===== src/rtl/evtc_pkg.sv =====
package evtc_pkg;

    // Level seen at the most recent machine-cycle sample of the event pin
    typedef enum logic [0:0] {
        SMP_LOW  = 1'b0,
        SMP_HIGH = 1'b1
    } smp_state_t;

endpackage


===== src/rtl/evtc_prescale.sv =====
module evtc_prescale #(
    parameter int DIV_RATIO = 12
) (
    input  logic clk,
    input  logic rst_n,
    output logic tick
);
    localparam int DW = (DIV_RATIO > 2) ? $clog2(DIV_RATIO) : 1;
    localparam logic [DW-1:0] LAST = DW'(DIV_RATIO - 1);

    logic [DW-1:0] div_q;

    always_ff @(posedge clk or negedge rst_n) begin
        if (!rst_n) begin
            div_q <= '0;
        end else if (div_q == LAST) begin
            div_q <= '0;
        end else begin
            div_q <= div_q + 1'b1;
        end
    end

    // High during the final oscillator clock of each machine cycle
    assign tick = (div_q == LAST);

endmodule


===== src/rtl/evtc_sampler.sv =====
module evtc_sampler
    import evtc_pkg::*;
(
    input  logic clk,
    input  logic rst_n,
    input  logic tick,
    input  logic pin,
    output logic evt_pend
);
    smp_state_t state_q, state_d;
    logic       fall_seen;
    logic       pend_q;

    // State register
    always_ff @(posedge clk or negedge rst_n) begin
        if (!rst_n) begin
            state_q <= SMP_LOW;
        end else begin
            state_q <= state_d;
        end
    end

    // Next state: rise_seen, fall_seen or hold
    always_comb begin
        state_d   = state_q;
        fall_seen = 1'b0;
        unique case (state_q)
            SMP_LOW: begin
                if (tick && pin) begin
                    state_d = SMP_HIGH;
                end
            end
            SMP_HIGH: begin
                if (tick && !pin) begin
                    state_d   = SMP_LOW;
                    fall_seen = 1'b1;
                end
            end
            default: state_d = SMP_LOW;
        endcase
    end

    // Output: the event stays pending for one machine cycle
    always_ff @(posedge clk or negedge rst_n) begin
        if (!rst_n) begin
            pend_q <= 1'b0;
        end else if (tick) begin
            pend_q <= fall_seen;
        end
    end

    assign evt_pend = pend_q;

endmodule


===== src/rtl/evtc_core.sv =====
module evtc_core #(
    parameter int CNT_W = 16
) (
    input  logic             clk,
    input  logic             rst_n,
    input  logic             tick,
    input  logic             run_en,
    input  logic             evt_mode,
    input  logic             evt_pend,
    input  logic             wr_lo,
    input  logic             wr_hi,
    input  logic [CNT_W-1:0] wr_data,
    input  logic             ovf_wr,
    input  logic             ovf_wdata,
    output logic [CNT_W-1:0] count,
    output logic             ovf
);
    localparam int HALF = CNT_W / 2;

    logic [CNT_W-1:0] cnt_q;
    logic             ovf_q;
    logic             wr_any;
    logic             inc;
    logic             wrap;

    assign wr_any = wr_lo | wr_hi;
    assign inc    = tick & run_en & (evt_mode ? evt_pend : 1'b1) & ~wr_any;
    assign wrap   = inc & (&cnt_q);

    always_ff @(posedge clk or negedge rst_n) begin
        if (!rst_n) begin
            cnt_q <= '0;
        end else if (wr_any) begin
            if (wr_lo) cnt_q[HALF-1:0]     <= wr_data[HALF-1:0];
            if (wr_hi) cnt_q[CNT_W-1:HALF] <= wr_data[CNT_W-1:HALF];
        end else if (inc) begin
            cnt_q <= cnt_q + 1'b1;
        end
    end

    // A rollover beats a software write in the same clock
    always_ff @(posedge clk or negedge rst_n) begin
        if (!rst_n) begin
            ovf_q <= 1'b0;
        end else if (wrap) begin
            ovf_q <= 1'b1;
        end else if (ovf_wr) begin
            ovf_q <= ovf_wdata;
        end
    end

    assign count = cnt_q;
    assign ovf   = ovf_q;

endmodule


===== src/rtl/evtimer16.sv =====
module evtimer16 #(
    parameter int DIV_RATIO = 12,
    parameter int CNT_W     = 16
) (
    input  logic               clk,
    input  logic               rst_n,
    input  logic               run_en,
    input  logic               evt_mode,
    input  logic               evt_pin,
    input  logic               wr_lo,
    input  logic               wr_hi,
    input  logic [CNT_W-1:0]   wr_data,
    input  logic               ovf_wr,
    input  logic               ovf_wdata,
    output logic [CNT_W/2-1:0] cnt_lo,
    output logic [CNT_W/2-1:0] cnt_hi,
    output logic               ovf_flag
);
    localparam int HALF = CNT_W / 2;

    logic             mc_tick;
    logic             evt_pend;
    logic [CNT_W-1:0] count;

    evtc_prescale #(.DIV_RATIO(DIV_RATIO)) u_div (
        .clk   (clk),
        .rst_n (rst_n),
        .tick  (mc_tick)
    );

    evtc_sampler u_smp (
        .clk      (clk),
        .rst_n    (rst_n),
        .tick     (mc_tick),
        .pin      (evt_pin),
        .evt_pend (evt_pend)
    );

    evtc_core #(.CNT_W(CNT_W)) u_core (
        .clk       (clk),
        .rst_n     (rst_n),
        .tick      (mc_tick),
        .run_en    (run_en),
        .evt_mode  (evt_mode),
        .evt_pend  (evt_pend),
        .wr_lo     (wr_lo),
        .wr_hi     (wr_hi),
        .wr_data   (wr_data),
        .ovf_wr    (ovf_wr),
        .ovf_wdata (ovf_wdata),
        .count     (count),
        .ovf       (ovf_flag)
    );

    assign cnt_lo = count[HALF-1:0];
    assign cnt_hi = count[CNT_W-1:HALF];

endmodule


===== config.mk =====
export PLATFORM = sky130hd
export DESIGN_NAME = evtimer16
export DESIGN_NICKNAME = d
export VERILOG_FILES = /design/src/rtl/evtc_pkg.sv /design/src/rtl/evtc_prescale.sv /design/src/rtl/evtc_sampler.sv /design/src/rtl/evtc_core.sv /design/src/rtl/evtimer16.sv
export SDC_FILE = /design/constraint.sdc
export NUM_CORES = 1
export LEC_CHECK = 0
export ABC_AREA = 1
export ABC_CLOCK_PERIOD_IN_PS = 1300
export CAP_MARGIN = 5
export CORE_MARGIN = 2
export CORE_UTILIZATION = 43
export DETAILED_ROUTE_END_ITERATION = 12
export PLACE_DENSITY = 0.8
export SETUP_SLACK_MARGIN = 0.15
export SLEW_MARGIN = 20
export SYNTH_ARGS = -nofsm -noshare
export SYNTH_HDL_FRONTEND = slang
export SYNTH_SLANG_ARGS = --single-unit

===== constraint.sdc =====
create_clock -name clk -period 1.3 [get_ports clk]
set_input_delay 0.195 -clock clk [delete_from_list [all_inputs] [get_ports clk]]
set_output_delay 0.195 -clock clk [all_outputs]
set_load 0.1 [all_outputs]

==> results.ini <==
[setup_path]
path_class = register to register
path_depth = 6
cp_slowest_cell = dfrtp_4
end_kind = register
required_ns = 1.52
crit_chain = ha_4 -> nand3_4 -> nor2_4 -> xor2_1 -> o21ai_1 -> nand2_1
crit_family = flip-flops
critPathMaxStageDelay_ns = 0.54
worstPathArrival_ns = 1.66
cp-start-kind = register
path_buf_inv = 0
cp_max_fo = 4
r2r_cells = 6

[layout]
area_growth_pct = 86.1
postLayoutCoreUtil_pct = 83.3
final_common_cell = nand2_1
mostFrequentLayoutCells = nand2_1 (67), nor2_1 (28), buf_4 (26)
fill_cells = 193
drive_above_1_share_pct = 40.6
diodes = 0
nNetsFinal = 338

[hold_path]
holdCritPathClass = primary input to async pin

[synth]
syn_nets = 254
yosysSeqAreaShare_pct = 38.9
synth_cell_types = 22
avgSynthCellArea_sq_um = 6.53
ys_seq_elements = 23
synthCells = 227
synth_warnings = 0
synthesis.area_sq_um = 1480

[power]
seqPwrFrac_pct = 34.2
power_density_nw_per_um2 = 984
power_leakage_nw = 1.26
power_switching_share_pct = 44.0
intPower_w = 0.00152
ir_drop_mv = 0.595
switchingPower_w = 0.00119
pwr-share-comb_pct = 52.5
clkPwrFrac_pct = 13.4

[routing]
vias = 1790
dr.pass1.iters = 4
drc = 0
wl_per_cell_um = 13.3
ant_nets = 0
via_per_inst = 5.03
finalWirelength_um = 4740
initialDrtViolationCount = 106

[clock_tree]
htreeDepth = 1
cts_made_buffers = 3
clk_pin_slew_ns = 0.14
cts_sinks = 23
cts-root-buf = clkbuf_4
cts_tree = done
clk_latency_ns = 0.33
holdBufCountCts = 0
clk_path_buf_depth = 2

[die]
die_y_um = 62.7
start_util_pct = 44.7
rows = 21
io_pins = 42
core_area_sq_um = 3310
die_w_um = 62.7
dieArea_sq_um = 3930

[grt]
antenna_found_initial = 0
gr-total-overflow = 0
grt_pass1_wl_um = 7400
grt_start_max_net_pins = 24
track_usage_pct = 23.4
grt_pass1_vias = 1652

[run]
maxCapViolations = 0

[timing]
hold_ws_ns = 0.205
rsz0062_at_grt = yes
post-route-worst-setup-slack_ns = -0.146
worstMarginPinSlew_ns = 0.310
relSlewSlack_pct = 79.3
finalCritPeriodShare_pct = 111
fin_crit_ns = 1.45
drv_slew = 0
fmax_mhz = 692
hold_viol = 0
setup_violations = 22
finClkSkew_ns = 0.00420

[placement]
pre_cts_slack_ns = -0.325
gp_congestion = 0.899
post-dp-hpwl_um = 3000
io_buffers = 41

[status]
status = complete, but fails checks
violations = setup timing

-- synth_stat cells --
cell type | number | area [sq um]
nand3_2 | 1 | 10.0
o21ai_0 | 7 | 35.0
o21ai_1 | 9 | 45.0
nor2_2 | 4 | 25.0
inv_2 | 1 | 3.75
a21oi_1 | 3 | 15.0
nor2_1 | 41 | 154
ha_1 | 2 | 25.0
clkbuf_1 | 1 | 3.75
buf_6 | 1 | 11.3
inv_1 | 24 | 90.1
dfrtp_1 | 23 | 576
nand2_1 | 79 | 297
buf_2 | 1 | 5.00
nor3_1 | 1 | 5.00
nand4_1 | 2 | 12.5
nand3_1 | 19 | 95.1
a31oi_1 | 1 | 6.26
mux2i_1 | 1 | 10.0
nor2_4 | 3 | 33.8
or2_2 | 1 | 6.26
xor2_1 | 2 | 17.5
-- registers in the layout (all words and copies together), names as in the netlist, named ones only --
register	flops
u_core.count	16
u_core.ovf	1
u_smp.evt_pend	1
u_div.div_q	4
-- path summary, 6_finish.rpt --
path                                  from               end  slack [ns]
min reg2reg                       register          register        0.53
max reg2reg                u_core.count[1]   u_core.count[6]       -0.15
max in group asynchronous            rst_n   u_core.count[7]        0.83
min in group clk                 ovf_wdata        u_core.ovf        0.49
min                                  rst_n  u_core.count[15]        0.20
max                        u_core.count[1]   u_core.count[6]       -0.15
-- cell families after synthesis --
family | after synthesis | synth area share, %
xor+xnor | 2 | 1.18
fa+ha+maj | 2 | 1.69
simple gates | 151 | 43.1
mux | 1 | 0.676
flops | 23 | 38.9
buf+inv | 28 | 7.69
compound gates | 20 | 6.84
-- metal layers --
layer | wire, um | vias to the layer above | track usage [%]
met5 | 0 | - | 0
met4 | 105 | 0 | 8.61
met3 | 259 | 11 | 3.96
met2 | 2400 | 69 | 40.2
met1 | 1980 | 834 | 29.6
li1 | - | 876 | -
-- power by group through the flow --
stage | Sequential, W | Clock, W | Combinational [W]
final | 0.000927 | 0.000362 | 0.00142
after global routing | 0.000938 | 0.000389 | 0.00149
after CTS | 0.000919 | 0.000363 | 0.00134
after detailed placement | 0.000946 | 0 | 0.00123
after global placement | 0.000942 | 0 | 0.00121
after floorplan | 0.00139 | 0 | 0.000240
-- metrics by stage --
stage	total power (W)	area, sq um	setup TNS (ns)	cells
5_1_grt	0.00282	2760	-2.23	356
3_5_place_dp	0.00218	2400	-4.28	331
3_3_place_gp	0.00215	2400	-3.76	331
6_report	0.00271	2760	-0.717	356
4_1_cts	0.00262	2600	-0.372	351
2_1_floorplan	0.00163	1620	-1.27	227
-- worst register-to-register path: cells and delay by family (launching register included) --
family	cells	cell delay (ns)
flops	1	0.54
xor+xnor	1	0.16
simple gates	3	0.27
compound gates	1	0.18
fa+ha+maj	1	0.19
-- timing repair --
action,CTS,global route
endpoints found under the setup margin,34,37
buffers inserted,16,4
resized for setup,15,37
pin swaps,10,16
cloned,0,1
-- final cells by class --
type | instances | area, sq um | share of cell area [%]
multi-input cells | 176 | 991 | 36.0
repair buffers | 81 | 942 | 34.2
flip-flops and latches | 23 | 631 | 22.9
inverters | 25 | 100 | 3.63
well taps | 46 | 57.6 | 2.09
clock buffers | 3 | 22.5 | 0.817
repair inverters | 1 | 7.51 | 0.272
clock inverters | 1 | 5.00 | 0.182
Power figures use the tool's default switching activity.
